## src/rtl/fd_pkg.sv

```systemverilog
package fd_pkg;
    typedef enum logic [1:0] {
        ST_IDLE  = 2'd0,
        ST_BLANK = 2'd1,
        ST_WATCH = 2'd2
    } fd_state_e;
endpackage

```

## src/rtl/fd_ctrl.sv

```systemverilog
module fd_ctrl
    import fd_pkg::*;
#(
    parameter int MAX_WIN    = 32,
    parameter int MIN_WIN    = 4,
    parameter int BLANK_CLKS = 32,
    localparam int CW = $clog2(MAX_WIN + 1),
    localparam int BW = $clog2(BLANK_CLKS)
) (
    input  logic          clk,
    input  logic          rst_n,
    input  logic          en_i,
    input  logic [CW-1:0] win_len_i,
    output logic [CW-1:0] len_c_o,
    output logic          flush_o,
    output logic          active_o
);
    fd_state_e     st_q, st_d;
    logic [CW-1:0] len_q;
    logic [BW-1:0] bl_cnt_q;
    logic          len_chg;

    always_comb begin
        if (win_len_i < CW'(MIN_WIN))      len_c_o = CW'(MIN_WIN);
        else if (win_len_i > CW'(MAX_WIN)) len_c_o = CW'(MAX_WIN);
        else                               len_c_o = win_len_i;
    end

    assign len_chg = (len_c_o != len_q);

    // next state
    always_comb begin
        st_d = st_q;
        if (!en_i) begin
            st_d = ST_IDLE;
        end else begin
            unique case (st_q)
                ST_IDLE:  st_d = ST_BLANK;
                ST_BLANK: begin
                    if (len_chg)                           st_d = ST_BLANK;
                    else if (bl_cnt_q == BW'(BLANK_CLKS-1)) st_d = ST_WATCH;
                    else                                   st_d = ST_BLANK;
                end
                ST_WATCH: st_d = len_chg ? ST_BLANK : ST_WATCH;
                default:  st_d = ST_IDLE;
            endcase
        end
    end

    // state register
    always_ff @(posedge clk or negedge rst_n) begin
        if (!rst_n) begin
            st_q     <= ST_IDLE;
            len_q    <= CW'(MAX_WIN);
            bl_cnt_q <= '0;
        end else begin
            st_q  <= st_d;
            len_q <= len_c_o;
            if (flush_o)
                bl_cnt_q <= '0;
            else if (st_q == ST_BLANK)
                bl_cnt_q <= bl_cnt_q + 1'b1;
        end
    end

    // outputs
    always_comb begin
        flush_o  = !en_i || (st_q == ST_IDLE) || len_chg;
        active_o = (st_q == ST_WATCH);
    end

    AST_WATCH_AFTER_BLANK: assert property (@(posedge clk) disable iff (!rst_n)
        (st_q == ST_WATCH && $past(st_q) != ST_WATCH) |-> $past(st_q) == ST_BLANK) else $error("watch entered without blank");
    AST_IDLE_WHEN_OFF: assert property (@(posedge clk) disable iff (!rst_n)
        !en_i |=> st_q == ST_IDLE) else $error("not idle after disable");
    AST_LEN_RESTART: assert property (@(posedge clk) disable iff (!rst_n)
        (en_i && st_q != ST_IDLE && len_chg) |=> st_q == ST_BLANK) else $error("length change did not restart");
endmodule

```

## src/rtl/fd_window.sv

```systemverilog
module fd_window #(
    parameter int MAX_WIN = 32,
    localparam int CW = $clog2(MAX_WIN + 1),
    localparam int IW = $clog2(MAX_WIN)
) (
    input  logic          clk,
    input  logic          rst_n,
    input  logic          flush_i,
    input  logic          bit_i,
    input  logic [CW-1:0] len_c_i,
    output logic [CW-1:0] zcnt_o
);
    logic [MAX_WIN-1:0] sr_q;
    logic [IW-1:0]      out_idx;
    logic               in_z, out_z;

    assign out_idx = IW'(len_c_i - 1'b1);
    assign in_z    = ~bit_i;
    assign out_z   = ~sr_q[out_idx];

    always_ff @(posedge clk or negedge rst_n) begin
        if (!rst_n) begin
            sr_q   <= '1;
            zcnt_o <= '0;
        end else if (flush_i) begin
            sr_q   <= '1;
            zcnt_o <= '0;
        end else begin
            sr_q   <= {sr_q[MAX_WIN-2:0], bit_i};
            zcnt_o <= zcnt_o + CW'(in_z) - CW'(out_z);
        end
    end

    AST_FLUSH_EMPTY: assert property (@(posedge clk) disable iff (!rst_n)
        flush_i |=> zcnt_o == '0) else $error("window not emptied");
    AST_CNT_STEP: assert property (@(posedge clk) disable iff (!rst_n)
        !flush_i |=> (zcnt_o == $past(zcnt_o) || zcnt_o == $past(zcnt_o) + 1'b1 ||
                      zcnt_o + 1'b1 == $past(zcnt_o))) else $error("count jumped");
    AST_CNT_IN_WIN: assert property (@(posedge clk) disable iff (!rst_n)
        !flush_i |=> zcnt_o <= $past(len_c_i)) else $error("count above window");
endmodule

```

## src/rtl/fd_status.sv

```systemverilog
module fd_status #(
    parameter int MAX_WIN = 32,
    localparam int CW = $clog2(MAX_WIN + 1)
) (
    input  logic          clk,
    input  logic          rst_n,
    input  logic          active_i,
    input  logic [CW-1:0] zcnt_i,
    input  logic [CW-1:0] lim_hi_i,
    input  logic [CW-1:0] lim_lo_i,
    input  logic          clr_i,
    output logic          err_hi_o,
    output logic          err_lo_o,
    output logic          trip_o
);
    logic over_now, under_now;
    logic st_hi_q, st_lo_q;

    always_comb begin
        over_now  = active_i && (zcnt_i > lim_hi_i);
        under_now = active_i && (zcnt_i < lim_lo_i);
    end

    always_ff @(posedge clk or negedge rst_n) begin
        if (!rst_n) begin
            st_hi_q <= 1'b0;
            st_lo_q <= 1'b0;
        end else begin
            st_hi_q <= (st_hi_q && !clr_i) || over_now;
            st_lo_q <= (st_lo_q && !clr_i) || under_now;
        end
    end

    always_comb begin
        err_hi_o = st_hi_q || over_now;
        err_lo_o = st_lo_q || under_now;
        trip_o   = err_hi_o || err_lo_o;
    end

    AST_HI_STICKY: assert property (@(posedge clk) disable iff (!rst_n)
        (err_hi_o && !clr_i) |=> err_hi_o) else $error("hi flag lost");
    AST_LO_STICKY: assert property (@(posedge clk) disable iff (!rst_n)
        (err_lo_o && !clr_i) |=> err_lo_o) else $error("lo flag lost");
    AST_NEW_ERR_LIVE: assert property (@(posedge clk) disable iff (!rst_n)
        $rose(trip_o) |-> active_i) else $error("error raised while not comparing");
endmodule

```

## src/rtl/fd_fast_detect.sv

```systemverilog
module fd_fast_detect #(
    parameter int MAX_WIN    = 32,
    parameter int MIN_WIN    = 4,
    parameter int BLANK_CLKS = 32,
    localparam int CW = $clog2(MAX_WIN + 1)
) (
    input  logic          clk,
    input  logic          rst_n,
    input  logic          en_i,
    input  logic [CW-1:0] win_len_i,
    input  logic [CW-1:0] lim_hi_i,
    input  logic [CW-1:0] lim_lo_i,
    input  logic          sd_bit_i,
    input  logic          clr_i,
    output logic          err_hi_o,
    output logic          err_lo_o,
    output logic          trip_o
);
    logic [CW-1:0] len_c, zcnt;
    logic          flush, active;

    fd_ctrl #(.MAX_WIN(MAX_WIN), .MIN_WIN(MIN_WIN), .BLANK_CLKS(BLANK_CLKS)) u_ctrl (
        .clk(clk), .rst_n(rst_n), .en_i(en_i), .win_len_i(win_len_i),
        .len_c_o(len_c), .flush_o(flush), .active_o(active)
    );

    fd_window #(.MAX_WIN(MAX_WIN)) u_win (
        .clk(clk), .rst_n(rst_n), .flush_i(flush), .bit_i(sd_bit_i),
        .len_c_i(len_c), .zcnt_o(zcnt)
    );

    fd_status #(.MAX_WIN(MAX_WIN)) u_stat (
        .clk(clk), .rst_n(rst_n), .active_i(active), .zcnt_i(zcnt),
        .lim_hi_i(lim_hi_i), .lim_lo_i(lim_lo_i), .clr_i(clr_i),
        .err_hi_o(err_hi_o), .err_lo_o(err_lo_o), .trip_o(trip_o)
    );

    AST_TRIP_RESET: assert property (@(posedge clk) disable iff (!rst_n)
        (!en_i && !trip_o) |=> !trip_o) else $error("trip while disabled");
endmodule

```

## config.mk

```make
export PLATFORM = sky130hd
export DESIGN_NAME = fd_fast_detect
export DESIGN_NICKNAME = d
export VERILOG_FILES = /design/src/rtl/fd_pkg.sv /design/src/rtl/fd_ctrl.sv /design/src/rtl/fd_window.sv /design/src/rtl/fd_status.sv /design/src/rtl/fd_fast_detect.sv
export SDC_FILE = /design/constraint.sdc
export NUM_CORES = 1
export LEC_CHECK = 0
export ABC_AREA = 1
export BUFFER_PORTS_ARGS = -buffer_cell sky130_fd_sc_hd__buf_2
export CAP_MARGIN = 20
export CORE_UTILIZATION = 45
export DETAILED_ROUTE_END_ITERATION = 6
export GPL_TIMING_DRIVEN = 0
export MAX_ROUTING_LAYER = met4
export SYNTH_ARGS = -nofsm -noshare
export SYNTH_HDL_FRONTEND = slang
export SYNTH_HIERARCHICAL = 1
export SYNTH_SLANG_ARGS = --single-unit
export TNS_END_PERCENT = 50
```

## constraint.sdc

```tcl
create_clock -name clk -period 2.6 [get_ports clk]
set_input_delay 0.13 -clock clk [delete_from_list [all_inputs] [get_ports clk]]
set_output_delay 0.13 -clock clk [all_outputs]
set_load 0.02 [all_outputs]
```

==> results.txt, run 1 <==
* Part of the total power dissipated in combinational logic: 0.208
- Power Density: around 440 nW/um^2
- The flow ran to the end, but the final reports show violations.
- Data arrival at the endpoint of the critical path: 2840 ps
- Synth unique cells: 37
- The internal power of the cells totals 1.31 mW.
- Post-layout nets: 500
* Number of placement rows: 30
- Number of clock sinks: between 50 and 60
- Post-synthesis instance area: roughly 3200 um^2
- Buffers placed on the I/O ports in this run total 24.
- Setup repair after global routing missed its margin: true
- Detailed placement finished with a half-perimeter wire length of 4.38 mm.
- Of the total power, the share spent switching nets is 0.270.
* Clock latency on the worst-skew pair: 310 ps
- TritonCTS clock tree: yes
* Initial antenna violation count: 0
* Clock transition at the registers of the reported paths: 100 ps
- Worst path buffer plus inverter count: 6
- Class of the worst hold path: input pin to register
- Net Count, Synth: 442
- On the worst path, the slowest cell contributes a delay of 370 ps.
- Counting the buffers created by CTS gives 5.
- Multiplexer share of the synthesized area: 0
* Endpoint class of the critical path: register
* Global placement routability congestion: 0.809
- For this block, the initial DRC count from the detailed router was 113.
- Clock root buffer: sky130_fd_sc_hd__clkbuf_8
- Top_reg_cell synth: sky130_fd_sc_hd__dfstp_2
- In this design, the largest share of critical-path delay is due to adder cells.
* Post-detailed-route count of antenna-violating nets: 0
- Final-report max-slew violation count: 0
- Worst setup slack after layout: -41.9 ps
* Die area: about 7400 um^2
- Fraction of final layout cells sized beyond drive strength 1: 0.387
- sky130_fd_sc_hd__nand2_1 is the most common cell in the netlist.
- Via-per-instance ratio: 4.71
- The share of total power dissipated in the clock network is 0.323.
* Register bit total from synthesis: 53
- Of the total synthesized cell area, the portion taken by XOR and XNOR cells is 0.0300.
- The fraction of the mapped netlist area in compound gates was 0.0320.
- In the final layout, flip-flops and latches occupy 1370 um^2.
- The via count of the first global-routing pass came to 2,592.
- Of the total synthesized cell area, the portion taken by AND, OR, NAND and NOR gates is 0.292.
* Initial cell density of the core: 0.466
* Async set or reset register ratio after synthesis: 1.00
- Yosys top cell by area: sky130_fd_sc_hd__dfstp_2
* Wire length of the first global-routing pass: ~12 mm
- Height of the die: 85.9 um
* Part of the Yosys area used for sequential elements: 0.432
- Net switching power: 482 uW
* Worst slew margin: 0.765
- Worst IR drop on VDD: 0.248 mV
- Ranking of synthesized cells by area: sky130_fd_sc_hd__dfstp_2 27%, sky130_fd_sc_hd__dfrtp_1 16%, sky130_fd_sc_hd__nand2_1 13%
- Dividing the detail-routed wire length by the instance count gives 12.3 um.
- For this run, the detailed router's first-pass iteration total came to 4.
- The tool flagged a number of max-cap violations equal to 0.
- Fill cells in the final layout number 600.
- Of the post-synthesis cell area, the dominant cell type holds 0.274.
* Synth top cells by count: 109 x sky130_fd_sc_hd__nand2_1, 79 x sky130_fd_sc_hd__inv_1, 41 x sky130_fd_sc_hd__nand3_1
* Setup violation total in the final timing report: 1
- Timing analysis after detailed placement gives a worst setup slack of -732 ps.
- A synthesized cell averages between 7 and 8 um^2.
- Wire length after detailed routing: 6.78 mm
* Main combinational cell family by area after synthesis: simple AND/OR/NAND/NOR gates
- No sink is reached through more buffers than the 2 on the longest clock path.
- Of the available clock period, the critical path in the final layout requires 1.02.
* DP Area: 3490 um^2
- After detailed routing, the number of remaining DRC violations is 0.
- 26 I/O pins were placed.
- Synthesis-to-finish area growth: 28.8%
* Count of flip-flops with a built-in enable after synthesis: 0
- Number of antenna diodes: 0
- Maximum number of pins on one net before global-route repair: 42
* Core region area: 6790 um^2
- Horizontal die dimension: approximately 86 um
- Grt total ovfl: 0
- Of the total power, registers draw 0.469.
- Yosys printed 6 warnings.
* Final standard cell area without fillers: 4080 um^2
- The final-report hold violation count was 0.
- The H-tree was split into 2 levels.
- Critical path class: input pin to register
* CP max stage cell: sky130_fd_sc_hd__fa_2
- The worst setup path is launched from an input pin.
* Critical Path Fanout Max: 6
* Multi-input logic area: 1630 um^2
- The final reports fail on negative setup slack.
* Instance count of the mapped netlist: 398
- Static timing analysis puts the maximum clock frequency at 0.379 GHz.
- Summed over all failing endpoints, the final setup total negative slack is -41.9 ps.
- Traced cell by cell, the critical path runs through buf_12 -> buf_12 -> nor2_4 -> nand2_4 -> inv_2 -> inv_2 -> ha_4 -> buf_6 -> nand3_2 -> nand3_2 -> nand3_2 -> nand3b_1 -> nand2_2 -> ha_4 -> inv_2 -> ha_4 -> fa_2 -> nand2_2 -> nand2_2 -> a21oi_2 -> xor2_1 -> nor2_1.
- Total number of vias: 2,605
- Summed over all cells, the static leakage comes to 2.23 nW.
* Worst clock skew: 7.15 ps
* Worst endpoint required time: between 2000 and 3000 ps
- Across every metal layer, demand over resource in global routing totals 0.204.
- At the pin with the least slew margin, the transition time is roughly 350 ps.
- Of the total synthesized cell area, the portion taken by full adders, half adders and majority gates is 0.0854.
- Time the worst path needs with I/O delays and setup: 2640 ps
==> worst register-to-register path, stage by stage, from the launching register on <==
cell and delay, ps:
sky130_fd_sc_hd__dfstp_2 540, sky130_fd_sc_hd__inv_1 40, sky130_fd_sc_hd__nand2_1 90, sky130_fd_sc_hd__nand3_2 100
sky130_fd_sc_hd__nand3_2 90, sky130_fd_sc_hd__nand3_2 80, sky130_fd_sc_hd__nand3_2 70, sky130_fd_sc_hd__nand2_2 80
sky130_fd_sc_hd__ha_4 270, sky130_fd_sc_hd__inv_2 40, sky130_fd_sc_hd__ha_4 160, sky130_fd_sc_hd__fa_2 370
sky130_fd_sc_hd__nand2_2 70, sky130_fd_sc_hd__nand2_2 50, sky130_fd_sc_hd__a21oi_2 130, sky130_fd_sc_hd__xor2_1 150
sky130_fd_sc_hd__nor2_1 60
==> layout by cell type (no fill, tap or decap), types with 11 or more instances in the layout <==
master	netlist	final
sky130_fd_sc_hd__buf_4	1	22
sky130_fd_sc_hd__nand3_2	0	26
sky130_fd_sc_hd__nor2_1	20	19
sky130_fd_sc_hd__ha_1	20	17
sky130_fd_sc_hd__inv_1	79	73
sky130_fd_sc_hd__nand3_1	41	15
sky130_fd_sc_hd__nand2_1	109	101
sky130_fd_sc_hd__nand2_2	5	11
sky130_fd_sc_hd__dfrtp_1	20	20
sky130_fd_sc_hd__dfstp_2	33	33
sky130_fd_sc_hd__buf_2	1	22
==> power by group through the flow <==
stage          clock network (mW)  logic (mW)  registers (mW)
6_report                    0.577       0.372           0.839
5_1_grt                     0.625       0.411           0.839
3_5_place_dp                    0       0.269           0.852
4_1_cts                     0.605       0.343           0.839
2_1_floorplan                   0       0.192           0.851
3_3_place_gp                    0       0.262           0.852
==> layout make-up <==
| class | instances | area share |
|---|---|---|
| Buffer | 8 | 0.0172 |
| Clock buffer | 7 | 0.0292 |
| Clock inverter | 1 | 0.00123 |
| Inverter | 86 | 0.0871 |
| Multi-Input combinational cell | 249 | 0.401 |
| Sequential cell | 53 | 0.335 |
| Tap cell | 96 | 0.0295 |
| Timing Repair Buffer | 53 | 0.0997 |
==> flip-flops by register name, indices dropped and copies added, names as in the netlist <==
name,count
u_ctrl/bl_cnt_q,5
u_ctrl/len_q,6
u_stat/st_hi_q,1
u_ctrl/st_q,2
u_stat/st_lo_q,1
u_win/sr_q,32
u_win/zcnt_o,6
==> metal layers <==
| metal | part of all wire | global-route usage |
|---|---|---|
| met1 | 0.47 | 0.252 |
| met2 | 0.49 | 0.351 |
| met3 | 0.026 | 0.0327 |
| met4 | 0.013 | 0.0485 |
| met5 | 0 | - |
==> through the flow <==
step	utilization	total power, mW	instances	hold WS, ps
3_3_place_gp	0.511	1.11	518	333
3_5_place_dp	0.514	1.12	519	63.9
6_report	0.600	1.79	553	12.1
4_1_cts	0.588	1.79	552	0.455
5_1_grt	0.600	1.88	553	10.3
2_1_floorplan	-	1.04	398	-166
==> what timing repair did <==
action / in CTS / in global routing
pin swaps: 31 / 20
endpoints found under the setup margin: 3 / 33
buffers inserted: 26 / 3
hold buffers: 1 / 0
resized for setup: 45 / 26
hold endpoints to repair: 12 / 0
==> cells by family (layout without fill, tap and decap cells) <==
group	count (synthesis)	count (layout)
AOI/OAI and AO/OA	17	17
xor gates and xnor gates	10	10
adders and majority gates	21	21
buffers and inverters	96	155
DFF	53	53
and+or+nand+nor	201	201
==> path summary, 6_finish.rpt <==
| path | slack, ps | endpoint | cells after the start | start |
|---|---|---|---|---|
| max in group asynchronous | 1760 | u_win/sr_q[15]$_DFF_PN1_ | 3 | rst_n |
| hold / removal | 10 | u_stat/st_hi_q$_DFF_PN0_ | 2 | clr_i |
| hold reg to reg | 470 | u_win/sr_q[16]$_DFF_PN1_ | 2 | u_win/sr_q[15]$_DFF_PN1_ |
| setup reg to reg | 110 | u_win/zcnt_o[4]$_DFF_PN0_ | 16 | u_win/sr_q[2]$_DFF_PN1_ |
| setup / recovery | -40 | u_win/zcnt_o[4]$_DFF_PN0_ | 22 | win_len_i[5] |
| min in group asynchronous | 250 | u_win/zcnt_o[3]$_DFF_PN0_ | 2 | rst_n |
No activity file was read; power rests on OpenSTA's default activity.
==> run 2, diff against run 1 <==
- ABC_AREA: 1 -> unset
==> run 2 against run 1 <==
Against the previous run:
- the run still ends with negative setup slack left
- core utilization is 2.6 points lower
- die area is 9.5% lower
- highest routed layer unchanged
- wire length is 26% lower
==> results.txt, run 2 <==
- The total non-filler cell area in the finished layout was 3460 um^2 (was 4080 um^2).
- The fraction of layout cells with a size suffix above 1 is 0.488 (was 0.387).
* Endpoint class of the critical path: register (unchanged)
* Via count of the first global-routing pass: 1,869 (was 2,592)
- Maximum level of the CTS H-tree: 2 (unchanged)
* Synthesized area per cell: 11.4 um^2 (was 7.95 um^2)
- Number of antenna diodes: 0 (unchanged)
* Grt total ovfl: 0 (unchanged)
- The slack of the critical path was -652 ps (was -41.9 ps).
- Reg2reg start: u_win/sr_q[28]$_DFF_PN1_ (was u_win/sr_q[2]$_DFF_PN1_)
- Most flops, register: u_win/sr_q (unchanged)
* Total number of vias: 1,874 (was 2,605)
* Leakage: 1.47 nW (was 2.23 nW)
* Yosys top cell area share: 0.304 (was 0.274)
- Hold path cells: 2 (unchanged)
- Length in cells of the worst reg-to-reg path: 11 (was 16)
- The number of standard cells in the final layout excluding fillers was 368 (was 553).
* Die area: 6670 um^2 (was 7370 um^2)
- The first-pass detailed-route iteration total was 4 (unchanged).
- The register bit count reported by yosys came to 53 (unchanged).
- Max reg flops: 32 (unchanged)
* Flop2flop setup slack: -330 ps (was 110 ps)
- Number of placement rows: 28 (was 30)
- The final count of negative-setup-slack endpoints is 5 (was 1).
* Violated checks: negative setup slack (unchanged)
* Remaining routing DRC violations: 0 (unchanged)
* Synth top cells by count: 33 x sky130_fd_sc_hd__dfstp_2, 33 x sky130_fd_sc_hd__or2_2, 24 x sky130_fd_sc_hd__inv_1 (was 109 x sky130_fd_sc_hd__nand2_1, 79 x sky130_fd_sc_hd__inv_1, 41 x sky130_fd_sc_hd__nand3_1)
- Post-route fraction of the period consumed by the critical path: 1.25 (was 1.02)
* Count of routing violations after the opening detailed-route iteration: 60 (was 113)
- Wire length after detailed routing: 5.03 mm (was 6.78 mm)
- Part of the Yosys area used for sequential elements: 0.479 (was 0.432)
- Fin. Hold Viols: 0 (unchanged)
* Worst IR drop on VDD: 0.269 mV (was 0.248 mV)
- The worst-case clock skew came to 11.1 ps (was 7.15 ps).
- The number of warnings printed during yosys synthesis is 6 (unchanged).
- The first-pass GRT wire length came to 8.60 mm (was 11.6 mm).
- The starting density of the core is 0.474 (was 0.466).
- TritonCTS clock tree: yes (unchanged)
* Top achievable clock speed: 0.308 GHz (was 0.379 GHz)
- The capture instance of the worst register-to-register path is u_win/zcnt_o[4]$_DFF_PN0_ (unchanged).
- Ranking of synthesized cells by area: sky130_fd_sc_hd__dfstp_2 30%, sky130_fd_sc_hd__dfrtp_1 18%, sky130_fd_sc_hd__ha_1 8.8% (was sky130_fd_sc_hd__dfstp_2 27%, sky130_fd_sc_hd__dfrtp_1 16%, sky130_fd_sc_hd__nand2_1 13%)
- The width of the die came to 81.7 um (was 85.9 um).
- Synth unique cells: 46 (was 37)
- Wire length per cell: 13.7 um (was 12.3 um)
- Endpoint of the worst hold-timing path: u_ctrl/len_q[5]$_DFF_PN1_ (was u_stat/st_hi_q$_DFF_PN0_)
- Sort of element at the start of the critical path: input pin (unchanged)
* Top_reg_cell synth: sky130_fd_sc_hd__dfstp_2 (unchanged)
- Post-synthesis instance area: 2860 um^2 (was 3170 um^2)
- The class of the tightest hold or removal check was input pin to register (unchanged).
- The worst slew margin relative to its limit is 0.703 (was 0.765).
- The total power is 1.46 mW (was 1.79 mW).
- Net Count, Synth: 294 (was 442)
- Number of clock sinks: 53 (unchanged)
* Total half-perimeter wirelength after legalization and detailed placement: 3.48 mm (was 4.38 mm)
- The cell chosen for the clock root is sky130_fd_sc_hd__clkbuf_8 (unchanged).
- Global placement routability congestion: 0.737 (was 0.809)
* Initial antenna violation count: 0 (unchanged)
* Post-detailed-route count of antenna-violating nets: 0 (unchanged)
- The peak fanout along the critical path was 6 (unchanged).
- Number of buffers created by CTS: 5 (unchanged)
- Power Density: 423 nW/um^2 (was 438 nW/um^2)
- The critical setup path kind was input pin to register (unchanged).
* Number of I/O pins: 26 (unchanged)
* Height of the die: 81.7 um (was 85.9 um)
* Core region area: 6030 um^2 (was 6790 um^2)
- The synthesized instance count came to 250 (was 398).
* Result of the run: finished with violations (unchanged)
- Min Hold Slack: 31.3 ps (was 12.1 ps)
- The count of flip-flops with a built-in enable after synthesis came to 0 (unchanged).
* Async set or reset register ratio after synthesis: 1.00 (unchanged)
- The clock-pin slew of the registers on the worst-case setup and hold paths came to 90 ps (was 100 ps).
- The global-route usage over all layers came to 0.176 (was 0.204).
- Cell Count Post-Placement: 350 (was 519)
- The final standard cell utilization of the core came to 0.575 (was 0.600).
- Number of input and output port buffers inserted: 24 (unchanged)
- Clock latency on the worst-skew pair: 300 ps (was 310 ps)
- The number of maximum-capacitance violations is 0 (unchanged).
- Setup repair after global routing missed its margin: true (unchanged).
- Registers with the highest flip-flop counts: u_win/sr_q: 32 flops, u_ctrl/len_q: 6 flops, u_win/zcnt_o: 6 flops (unchanged)
- Via-per-instance ratio: 5.09 (was 4.71)
- Post-layout nets: 336 (was 500)
* Worst endpoint required time: 2780 ps (was 2800 ps)
* Final-report max-slew violation count: 0 (unchanged)
- The launch point of the worst hold path is win_len_i[5] (was clr_i).
- Actual transition at the worst max-transition pin: 443 ps (was 353 ps)
- The placed standard-cell area was 3190 um^2 (was 3490 um^2).
* Time the worst path needs with I/O delays and setup: 3250 ps (was 2640 ps)
* Maximum clock insertion buffer count: 2 (unchanged)
- Commonest cells after routing, fill and taps aside: 33 x sky130_fd_sc_hd__dfstp_2, 33 x sky130_fd_sc_hd__or2_2, 23 x sky130_fd_sc_hd__buf_2 (was 101 x sky130_fd_sc_hd__nand2_1, 73 x sky130_fd_sc_hd__inv_1, 33 x sky130_fd_sc_hd__dfstp_2)
- The maximum number of pins on one net before global-route repair is 41 (was 42).
- Synthesis-to-finish area growth: 21.2% (was 28.8%)
* Data arrival at the endpoint of the critical path: 3430 ps (was 2840 ps)
* Yosys top cell by area: sky130_fd_sc_hd__dfstp_2 (unchanged)
-- run 2: changes by cell type in the layout (fill, tap and decap cells not counted), moves of 8 or more --
| cell | change |
|---|---|
| sky130_fd_sc_hd__inv_1 | -52 |
| sky130_fd_sc_hd__nand3_2 | -26 |
| sky130_fd_sc_hd__nor2b_1 | +9 |
| sky130_fd_sc_hd__or2_2 | +32 |
| sky130_fd_sc_hd__nand2_1 | -94 |
| sky130_fd_sc_hd__buf_4 | -15 |
| sky130_fd_sc_hd__nor2_1 | -10 |
| sky130_fd_sc_hd__nand3_1 | -10 |
| sky130_fd_sc_hd__a21o_1 | +8 |
| sky130_fd_sc_hd__mux4_2 | +10 |
| sky130_fd_sc_hd__nand2_2 | -11 |
-- run 2: layout make-up --
type	instances	area, um^2
plain buffers	8	55.1
clock buffers	6	72.6
clock inverters	2	13.8
fillers	503	2560
inverters	24	105
multi-input cells	164	1500
flip-flops and latches	53	1370
well taps	75	93.8
repair buffers	36	255
-- run 2: worst max-delay path by stage --
stage,startpoint,to,cells past startpoint
2_1_floorplan,win_len_i[4],u_win/zcnt_o[4]$_DFF_PN0_,18
3_3_place_gp,win_len_i[4],u_win/zcnt_o[4]$_DFF_PN0_,19
3_5_place_dp,win_len_i[4],u_win/zcnt_o[4]$_DFF_PN0_,19
4_1_cts,win_len_i[2],u_win/zcnt_o[4]$_DFF_PN0_,19
5_1_grt,win_len_i[3],u_win/zcnt_o[4]$_DFF_PN0_,19
6_report,win_len_i[3],u_win/zcnt_o[4]$_DFF_PN0_,19
-- run 2: kinds of logic after synthesis --
| group | count (synthesis) | share of synthesized area |
|---|---|---|
| AND/OR/NAND/NOR | 83 | 0.166 |
| flip-flops | 53 | 0.479 |
| AO/OA/AOI/OAI | 36 | 0.0911 |
| buffers and inverters | 33 | 0.0451 |
| adder cells (fa/ha/maj) | 21 | 0.0946 |
| multiplexers | 13 | 0.0902 |
| XOR/XNOR | 11 | 0.0337 |
-- run 2: critical path: stages --
cell	delay, ps
sky130_fd_sc_hd__buf_8	110
sky130_fd_sc_hd__nor3_4	220
sky130_fd_sc_hd__nor2_4	50
sky130_fd_sc_hd__and2_4	170
sky130_fd_sc_hd__buf_12	130
sky130_fd_sc_hd__clkinv_8	40
sky130_fd_sc_hd__ha_4	110
sky130_fd_sc_hd__nor3b_4	210
sky130_fd_sc_hd__xor2_2	250
sky130_fd_sc_hd__mux4_2	560
sky130_fd_sc_hd__mux2i_4	220
sky130_fd_sc_hd__ha_4	150
sky130_fd_sc_hd__inv_2	40
sky130_fd_sc_hd__ha_4	150
sky130_fd_sc_hd__fa_2	360
sky130_fd_sc_hd__a21o_1	180
sky130_fd_sc_hd__a21oi_2	140
sky130_fd_sc_hd__xor2_1	160
sky130_fd_sc_hd__nor2_1	50
-- run 2: metal layers --
layer | vias up | part of all wire | global-route usage
met1 | 918 | 0.50 | 0.236
met5 | - | 0 | -
li1 | 934 | - | -
met4 | 0 | 0.0050 | 0.0421
met3 | 4 | 0.024 | 0.0333
met2 | 18 | 0.47 | 0.277
-- run 2: metrics by stage --
| step | setup TNS, ps | worst slack (ps) |
|---|---|---|
| floorplan | -2680 | -688 |
| CTS | -2660 | -644 |
| global placement | -8150 | -1220 |
| finish | -2600 | -652 |
| detailed placement | -8610 | -1290 |
| global route | -3460 | -800 |
-- run 2: where the power goes --
part | internal (mW) | switching [mW] | total, mW
clock | 0.193 | 0.267 | 0.459
sequential | 0.834 | 0.00544 | 0.839
combinational | 0.0817 | 0.0837 | 0.165
total | 1.11 | 0.356 | 1.46
-- run 2: what timing repair did --
| item | 4_1_cts | 5_1_grt |
|---|---|---|
| hold buffers | 2 | 0 |
| pin swaps | 14 | 8 |
| hold endpoints to repair | 14 | 0 |
| buffers inserted | 7 | 3 |
| resized for setup | 17 | 8 |
| endpoints found under the setup margin | 26 | 26 |
